### src/rtl/adseq_pkg.sv
package adseq_pkg;
   localparam int SEL_W   = 4;
   localparam int NUM_RES = 4;
   localparam int SLOT_IW = $clog2(NUM_RES);
   localparam int BANK_W  = SEL_W - SLOT_IW;

   typedef enum logic [1:0] {
      SRC_EXT  = 2'd0,
      SRC_REF  = 2'd1,
      SRC_RSVD = 2'd2
   } src_e;

   typedef struct packed {
      logic             scan;
      logic             grp;
      logic [SEL_W-1:0] sel;
   } cfg_t;
endpackage

### src/rtl/adseq_chan_decode.sv
module adseq_chan_decode
   import adseq_pkg::*;
(
   input  logic               grp,
   input  logic [SEL_W-1:0]   sel,
   input  logic [SLOT_IW-1:0] slot,
   output logic [SEL_W-1:0]   chan,
   output src_e               src
);
   logic [BANK_W-1:0] bank;

   assign bank = sel[SEL_W-1 -: BANK_W];

   always_comb begin
      if (grp) chan = {bank, slot};
      else     chan = sel;
   end

   always_comb begin
      unique casez (chan)
         4'b0???: src = SRC_EXT;
         4'b10??: src = SRC_RSVD;
         4'b1111: src = SRC_RSVD;
         default: src = SRC_REF;
      endcase
   end
endmodule

### src/rtl/adseq_slot_timer.sv
module adseq_slot_timer
   import adseq_pkg::*;
#(
   parameter int SLOT_CYC = 32,
   localparam int CNT_W = $clog2(SLOT_CYC)
)(
   input  logic               clk,
   input  logic               rst_n,
   input  logic               restart,
   input  logic               run,
   output logic               slot_first,
   output logic               slot_end,
   output logic               pass_end,
   output logic [SLOT_IW-1:0] slot
);
   localparam logic [CNT_W-1:0]   CNT_LAST  = CNT_W'(SLOT_CYC - 1);
   localparam logic [SLOT_IW-1:0] SLOT_LAST = SLOT_IW'(NUM_RES - 1);

   logic [CNT_W-1:0] cnt_q;

   if (SLOT_CYC < 4) begin : g_bad_slot
      $error("adseq_slot_timer: SLOT_CYC must be at least 4");
   end

   assign slot_first = run && (cnt_q == '0);
   assign slot_end   = run && (cnt_q == CNT_LAST);
   assign pass_end   = slot_end && (slot == SLOT_LAST);

   always_ff @(posedge clk or negedge rst_n) begin
      if (!rst_n) begin
         cnt_q <= '0;
         slot  <= '0;
      end else if (restart) begin
         cnt_q <= '0;
         slot  <= '0;
      end else if (run) begin
         if (cnt_q == CNT_LAST) begin
            cnt_q <= '0;
            slot  <= slot + 1'b1;
         end else begin
            cnt_q <= cnt_q + 1'b1;
         end
      end
   end
endmodule

### src/rtl/adseq_result_bank.sv
module adseq_result_bank
   import adseq_pkg::*;
#(
   parameter int DATA_W = 8
)(
   input  logic                      clk,
   input  logic                      rst_n,
   input  logic                      cap,
   input  logic [SLOT_IW-1:0]        slot,
   input  logic [DATA_W-1:0]         data,
   output logic [NUM_RES*DATA_W-1:0] res_flat
);
   for (genvar k = 0; k < NUM_RES; k++) begin : g_reg
      logic [DATA_W-1:0] r_q;
      always_ff @(posedge clk or negedge rst_n) begin
         if (!rst_n)
            r_q <= '0;
         else if (cap && (slot == SLOT_IW'(k)))
            r_q <= data;
      end
      assign res_flat[k*DATA_W +: DATA_W] = r_q;
   end
endmodule

### src/rtl/adc_seq_ctrl.sv
module adc_seq_ctrl
   import adseq_pkg::*;
#(
   parameter int DATA_W   = 8,
   parameter int SLOT_CYC = 32
)(
   input  logic                      clk,
   input  logic                      rst_n,
   input  logic                      cfg_wr,
   input  logic                      cfg_scan,
   input  logic                      cfg_grp,
   input  logic [3:0]                cfg_sel,
   output logic                      conv_start,
   output logic [3:0]                conv_chan,
   output logic [1:0]                conv_src,
   input  logic                      conv_done,
   input  logic [DATA_W-1:0]         conv_data,
   output logic [NUM_RES*DATA_W-1:0] res_flat,
   output logic                      seq_cmplt
);
   if (DATA_W < 1) begin : g_bad_w
      $error("adc_seq_ctrl: DATA_W must be positive");
   end
   if (NUM_RES != 4 || SEL_W != 4) begin : g_bad_geom
      $error("adc_seq_ctrl: four result registers and a 4-bit code are required");
   end

   cfg_t               cfg_q;
   logic               active_q;
   logic               got_q;
   logic               cmplt_q;
   logic               slot_first, slot_end, pass_end;
   logic [SLOT_IW-1:0] slot;
   logic               cap;
   src_e               src;

   always_ff @(posedge clk or negedge rst_n) begin
      if (!rst_n) begin
         cfg_q <= '0;
      end else if (cfg_wr) begin
         cfg_q.scan <= cfg_scan;
         cfg_q.grp  <= cfg_grp;
         cfg_q.sel  <= cfg_sel;
      end
   end

   adseq_slot_timer #(.SLOT_CYC(SLOT_CYC)) u_timer (
      .clk        (clk),
      .rst_n      (rst_n),
      .restart    (cfg_wr),
      .run        (active_q),
      .slot_first (slot_first),
      .slot_end   (slot_end),
      .pass_end   (pass_end),
      .slot       (slot)
   );

   always_ff @(posedge clk or negedge rst_n) begin
      if (!rst_n)
         active_q <= 1'b0;
      else if (cfg_wr)
         active_q <= 1'b1;
      else if (pass_end && !cfg_q.scan)
         active_q <= 1'b0;
   end

   assign cap = active_q && !cfg_wr && conv_done && !got_q;

   always_ff @(posedge clk or negedge rst_n) begin
      if (!rst_n)
         got_q <= 1'b0;
      else if (cfg_wr || slot_end)
         got_q <= 1'b0;
      else if (cap)
         got_q <= 1'b1;
   end

   always_ff @(posedge clk or negedge rst_n) begin
      if (!rst_n)
         cmplt_q <= 1'b0;
      else if (cfg_wr)
         cmplt_q <= 1'b0;
      else if (cap && (slot == SLOT_IW'(NUM_RES - 1)))
         cmplt_q <= 1'b1;
   end

   adseq_chan_decode u_dec (
      .grp  (cfg_q.grp),
      .sel  (cfg_q.sel),
      .slot (slot),
      .chan (conv_chan),
      .src  (src)
   );

   adseq_result_bank #(.DATA_W(DATA_W)) u_res (
      .clk      (clk),
      .rst_n    (rst_n),
      .cap      (cap),
      .slot     (slot),
      .data     (conv_data),
      .res_flat (res_flat)
   );

   assign conv_start = slot_first;
   assign conv_src   = src;
   assign seq_cmplt  = cmplt_q;
endmodule

### config.mk
export PLATFORM = sky130hd
export DESIGN_NAME = adc_seq_ctrl
export DESIGN_NICKNAME = d
export VERILOG_FILES = /design/src/rtl/adseq_pkg.sv /design/src/rtl/adseq_chan_decode.sv /design/src/rtl/adseq_slot_timer.sv /design/src/rtl/adseq_result_bank.sv /design/src/rtl/adc_seq_ctrl.sv
export SDC_FILE = /design/constraint.sdc
export NUM_CORES = 1
export LEC_CHECK = 0
export BUFFER_PORTS_ARGS = -buffer_cell sky130_fd_sc_hd__buf_2
export CORE_UTILIZATION = 30
export CTS_BUF_LIST = sky130_fd_sc_hd__clkbuf_2 sky130_fd_sc_hd__clkbuf_4 sky130_fd_sc_hd__clkbuf_8
export DETAILED_ROUTE_END_ITERATION = 6
export PLACE_DENSITY_LB_ADDON = 0.2
export SLEW_MARGIN = 10
export SYNTH_ARGS = -nofsm -noshare
export SYNTH_HDL_FRONTEND = slang
export SYNTH_SLANG_ARGS = --single-unit
### constraint.sdc
create_clock -name clk -period 1.95 [get_ports clk]
set_input_delay 0.39 -clock clk [delete_from_list [all_inputs] [get_ports clk]]
set_output_delay 0.39 -clock clk [all_outputs]
set_load 0.005 [all_outputs]
* Word-level counts from Yosys, hierarchy flattened
Index checks and enable logic that the tools add are counted.
Word-level totals: register bits after elaboration 48, bits in latches 0, RAM bits 0, memory bits (read-only) 0, memories 0
Cells by class: add/sub/neg operators 2, $mul 0, divide/modulo/power cells 0, order comparisons 0, equal/unequal tests 6, shift operators 0, mux-type cells 14, bitwise operators 1, reductions and logical operators 24
Operators with widths (count):
- $mux 5 | 3
- $logic_and 1x1->1 | 11
- $reduce_bool 2->1 | 5
- $mux 2 | 4
- $eq 2x2->1 const B | 3
- $mux 1 | 6
- $add 5x1->5 const B | 1
- $eq 5x5->1 const B | 1
- $logic_not 5->1 | 1
- $eq 4x4->1 const B | 1
- $pmux 2 s2 | 1
- $logic_not 1->1 | 3
- $add 2x1->2 const B | 1
- $eq 2x1->1 const B | 1
- $logic_not 2->1 | 1
- $reduce_and 2->1 | 1
- $reduce_or 2->1 | 1
- $logic_or 1x1->1 | 1
- $not 1->1 | 1

* Longest topological paths before layout
depth after elaboration 7, mapped depth 6, depth with buffers taken out 6

* Hierarchy
From an unflattened synthesis, not the netlist that was laid out.
Unflattened totals: cell total of the unflattened synthesis 144, area, all modules 2072.0 sq um
Modules (own cells, without submodules):
- adseq_result_bank | times used 1, cells an instance 68, area each 1212.4 sq um, sequential area each 800.8 sq um
- adseq_slot_timer | times used 1, cells an instance 44, area each 421.7 sq um, sequential area each 175.2 sq um
- adc_seq_ctrl | times used 1, cells an instance 23, area each 369.1 sq um, sequential area each 225.2 sq um
- adseq_chan_decode | times used 1, cells an instance 9, area each 68.8 sq um, sequential area each 0.0 sq um

* Least setup slack after synthesis
Ideal clock, no wire load.
path type reg2reg, start point register u_timer.cnt_q[0], end point register u_timer.cnt_q[3], library setup time 78 ps, arrival time 1648 ps, data required time 1872 ps, path slack 224 ps, stages on the path, launching flop included 6, clock period less this slack 1726 ps, cell sequence dfrtp_1 -> ha_1 -> and3_1 -> ha_1 -> or4_1 -> a21oi_1
Between the ends: longest elaborated chain between the ends 4, elaborated cells on any way between the ends 5, those cells by class add/sub (1); eq/ne (1); mux (3)
Ends and longest elaborated chain:
- start, declared | line adseq_slot_timer.sv:19 | logic [CNT_W-1:0] cnt_q;
- start signal, assigned | line adseq_slot_timer.sv:41 | cnt_q <= cnt_q + 1'b1;
- $add 5x1->5 or $eq 5x5->1 (tied branches) | line adseq_slot_timer.sv:41, adseq_slot_timer.sv:37
- $mux 5 (*) | line adseq_slot_timer.sv:37 | if (cnt_q == CNT_LAST) begin
- $mux 5 (*) | line adseq_slot_timer.sv:36 | end else if (run) begin
- $mux 5 (*) | line adseq_slot_timer.sv:33 | end else if (restart) begin
Every way passes the cells marked *; elsewhere a longest branch is shown, timed or not. The select of a mux whose other input is x is not followed. A chain may end at the register's enable or synchronous reset.

* Worst setup path in the final report
Same ends and word-level chain as after synthesis.

==> results.rst <==
.. list-table::
   :header-rows: 1

   * - Metric
     - Value
   * - Peak fanout along the critical path
     - 6
   * - Sequential element share of the synthesized area
     - 0.5868
   * - # resized after CTS
     - 0
   * - Most numerous cell on the critical path
     - sky130_fd_sc_hd__ha_1
   * - IO Pins
     - between 50 and 60
   * - Layout overhead on the synthesized area
     - 24.08%
   * - Syn. warnings
     - 0
   * - Status
     - finished clean
   * - Total number of clock tree sinks
     - between 40 and 50
   * - Crit end category
     - register
   * - First-pass GRT wire length
     - between 6000 and 7000 um
   * - Global placement routability congestion
     - between 0.6 and 0.7
   * - Worst clock skew
     - 6.517 ps
   * - Mean Syn Cell Area
     - between 10 and 15 um2
   * - Count of nets left with antenna violations after detail routing
     - 0
   * - RSZ-0062 raised after global routing
     - false
   * - DIE HEIGHT
     - around 85 um
   * - Port-buffer cells
     - 57
   * - Worst Setup Start Kind
     - register
   * - Worst slew margin
     - 0.6552
   * - Clock power frac
     - 0.348
   * - Area of the mapped netlist
     - 0.002047 mm2
   * - VDD IR-drop max
     - between 400 and 500 uV
   * - Length of the first detailed-routing pass in iterations
     - 6
   * - Sequential Power Share
     - 0.539
   * - Clk pin slew, worst setup/hold paths
     - about 90 ps
   * - F_max
     - about 570 MHz
   * - Die width
     - ~85 um
   * - Leakage power
     - around 1.3 nW
   * - Number of antenna violations at the first check in global routing
     - 0
   * - Final clock period utilization by the worst path
     - 0.8963
   * - Cells along the critical path
     - ha_1 -> and3_1 -> ha_1 -> or4_1 -> a21oi_1
   * - Switch Pwr
     - between 0.4 and 0.5 mW
   * - Hold violation count in the final report
     - 0
   * - H-tree level count
     - 2
   * - Relative contribution of combinational cells to total power
     - 0.113
   * - Sum Neg Setup Slack
     - 0 ps
   * - All-Layer GR Usage
     - 0.1245
   * - Total via count after detailed routing
     - 1348
   * - Floorplan die area
     - around 0.0072 mm2
   * - Maximum root-to-sink buffer count
     - 2
   * - Count of flip-flops with a built-in enable after synthesis
     - 0
   * - CTS hold repair buffers
     - 0
   * - Area of the core
     - about 0.0065 mm2
   * - Setup CP Type
     - register to register
   * - Synthesis-stage register bit count
     - 48
   * - Violation count after the first detailed-route iteration
     - 63
   * - Dominant cell type by area after synthesis
     - sky130_fd_sc_hd__dfrtp_1
   * - Final Net Count
     - between 200 and 250
   * - Post-CTS setup repair buffer count
     - 0
   * - Root Buffer Master
     - sky130_fd_sc_hd__clkbuf_8
   * - Overflow left after global routing
     - 0
   * - HPWL Detailed
     - 2951 um
   * - Post-synth top flop
     - sky130_fd_sc_hd__dfrtp_1
   * - Fraction of layout instances using a drive strength above 1
     - 0.5280
   * - Design Area, Final
     - between 0.002 and 0.003 mm2
   * - Total power divided by cell area
     - slightly above 800 mW/mm2
   * - Fraction of registers with async set or reset after synthesis
     - 1.000
   * - Final Routed Wirelength
     - between 4000 and 5000 um
   * - Worst-margin pin slew
     - ~520 ps
   * - Maximum capacitance violations
     - 0
   * - Remaining design rule violation count
     - 0
   * - Min Tclk post-route
     - about 1700 ps
   * - Antenna cell count
     - 0
   * - DP Area
     - around 0.0024 mm2
   * - Maximum number of pins on one net before global-route repair
     - 28
   * - Number of global-route vias before repair
     - approximately 1.3k
   * - P_int
     - approximately 1.6 mW
   * - Number of failing setup endpoints in the final timing report
     - 0
   * - Crit path max-delay cell type
     - sky130_fd_sc_hd__or4_1
   * - Dominant cells by area after synthesis
     - sky130_fd_sc_hd__dfrtp_1 59%, sky130_fd_sc_hd__mux2_2 21%, sky130_fd_sc_hd__ha_1 4.3%, sky130_fd_sc_hd__a21oi_1 1.5%, sky130_fd_sc_hd__nor2_1 1.5%
   * - Switching portion of total power
     - 0.2322
   * - TritonCTS Buffers
     - 5
   * - Register-to-register setup slack
     - approximately 200 ps
   * - Maximum cell stage delay along the critical path
     - slightly below 500 ps
   * - Avg Vias per Cell
     - 4.632
   * - Buffers and inverters on the worst path
     - 0
   * - Post-Syn Instances
     - between 150 and 200
   * - Largest delay contributor family on the critical path
     - simple AND/OR/NAND/NOR gates
   * - Share of the synthesized area in the top cell type
     - 0.5868
   * - Clock tree from TritonCTS
     - yes
   * - Count of unique library cells instantiated by Yosys
     - 26
   * - Worst skew pair latency
     - just under 300 ps
   * - Worst min-delay path class
     - input pin to asynchronous set/reset pin
   * - Number of slew-limit violations in the final report
     - 0
   * - Initial Utilization
     - 0.3169
   * - Data required time of the worst path
     - ~2200 ps
   * - Endpoint arrival time on the critical path
     - approximately 2000 ps
   * - Num rows
     - 29
   * - Syn nets
     - around 180
   * - WL/cell
     - roughly 14 um
cell usage after synthesis, drive strengths merged, types with 2 or more instances:
| library cell | n |
|---|---|
| nor2 | 8 |
| dfrtp | 48 |
| mux2i | 2 |
| nand3 | 3 |
| inv | 6 |
| buf | 5 |
| o21ai | 4 |
| nor3b | 2 |
| nand2 | 10 |
| mux2 | 39 |
| ha | 7 |
| a21oi | 6 |
metrics by stage:
step / hold slack (ps) / power (mW) / util / instances / worst slack (ps)
after floorplan: 94.41 / 1.233 / - / 151 / 223.7
after global placement: 394.8 / 1.358 / 0.3760 / 283 / 262.2
after detailed placement: 398.3 / 1.363 / 0.3760 / 283 / 236.9
after CTS: 65.46 / 2.095 / 0.3933 / 291 / 191.5
after global routing: 83.76 / 2.163 / 0.3933 / 291 / 96.58
final: 56.13 / 2.047 / 0.3933 / 291 / 202.2
kinds of logic (layout without fill, tap and decap cells):
family	after synthesis	after routing	share of synthesized area
DFF	48	48	0.5868
muxes	41	41	0.2243
and+or+nand+nor	30	30	0.07885
AOI/OAI and AO/OA	12	12	0.03118
buffers and inverters	12	75	0.03178
adders and majority gates	7	7	0.04279
xor gates and xnor gates	1	1	0.004280
layout make-up:
cell class | instances | area, um2
well taps | 77 | 96.34
repair buffers | 61 | 327.8
fillers | 640 | 3919
inverters | 6 | 22.52
flip-flops and latches | 48 | 1201
clock inverters | 3 | 42.54
multi-input cells | 91 | 780.7
clock buffers | 5 | 68.82
placed cells by master (no fill, tap or decap):
master,count
sky130_fd_sc_hd__buf_2,57
sky130_fd_sc_hd__dfrtp_1,48
sky130_fd_sc_hd__mux2_2,39
sky130_fd_sc_hd__nor2_1,8
sky130_fd_sc_hd__ha_1,7
sky130_fd_sc_hd__inv_1,6
sky130_fd_sc_hd__nand2_1,6
sky130_fd_sc_hd__a21oi_1,6
sky130_fd_sc_hd__clkbuf_8,5
sky130_fd_sc_hd__o21ai_0,4
sky130_fd_sc_hd__nand2_2,4
sky130_fd_sc_hd__nand3_1,3
sky130_fd_sc_hd__buf_4,3
sky130_fd_sc_hd__nor3b_1,2
sky130_fd_sc_hd__mux2i_1,2
sky130_fd_sc_hd__and3_1,1
sky130_fd_sc_hd__o211ai_1,1
sky130_fd_sc_hd__and2_1,1
sky130_fd_sc_hd__nor3_1,1
sky130_fd_sc_hd__nand2b_1,1
sky130_fd_sc_hd__and4bb_2,1
sky130_fd_sc_hd__or4_1,1
sky130_fd_sc_hd__a31oi_1,1
sky130_fd_sc_hd__nor4bb_1,1
sky130_fd_sc_hd__xnor2_1,1
sky130_fd_sc_hd__clkinv_2,1
sky130_fd_sc_hd__clkinvlp_4,1
sky130_fd_sc_hd__bufinv_16,1
sky130_fd_sc_hd__buf_12,1
power groups by stage:
stage	Clock, mW	Sequential, mW	Combinational [mW]
after floorplan	0	1.12	0.108
after global placement	0	1.12	0.236
after detailed placement	0	1.12	0.238
after CTS	0.752	1.10	0.239
after global routing	0.788	1.12	0.260
final	0.712	1.10	0.231
worst paths after layout:
path / from / end / cells after the start
min in group clk: cfg_sel[3] / cfg_q[3] / 3
setup reg to reg: u_timer.cnt_q[0] / u_timer.cnt_q[3] / 5
hold reg to reg: seq_cmplt / seq_cmplt / 2
hold / removal: rst_n / cfg_q[4] / 1
setup / recovery: u_timer.cnt_q[0] / u_timer.cnt_q[3] / 5
max in group asynchronous: rst_n / u_res.g_reg[1].r_q[6] / 2
registers in the layout (all words and copies together), names as in the netlist:
register       count
u_res.g.r_q       32
cfg_q              6
u_timer.cnt_q      5
u_timer.slot       2
active_q           1
got_q              1
seq_cmplt          1
layer usage:
metal	share of wire	track usage
met4	0.013	0.05085
met1	0.48	0.1679
met5	0	0
met3	0.032	0.02655
met2	0.48	0.1951
No activity file was read; power rests on OpenSTA's default activity.
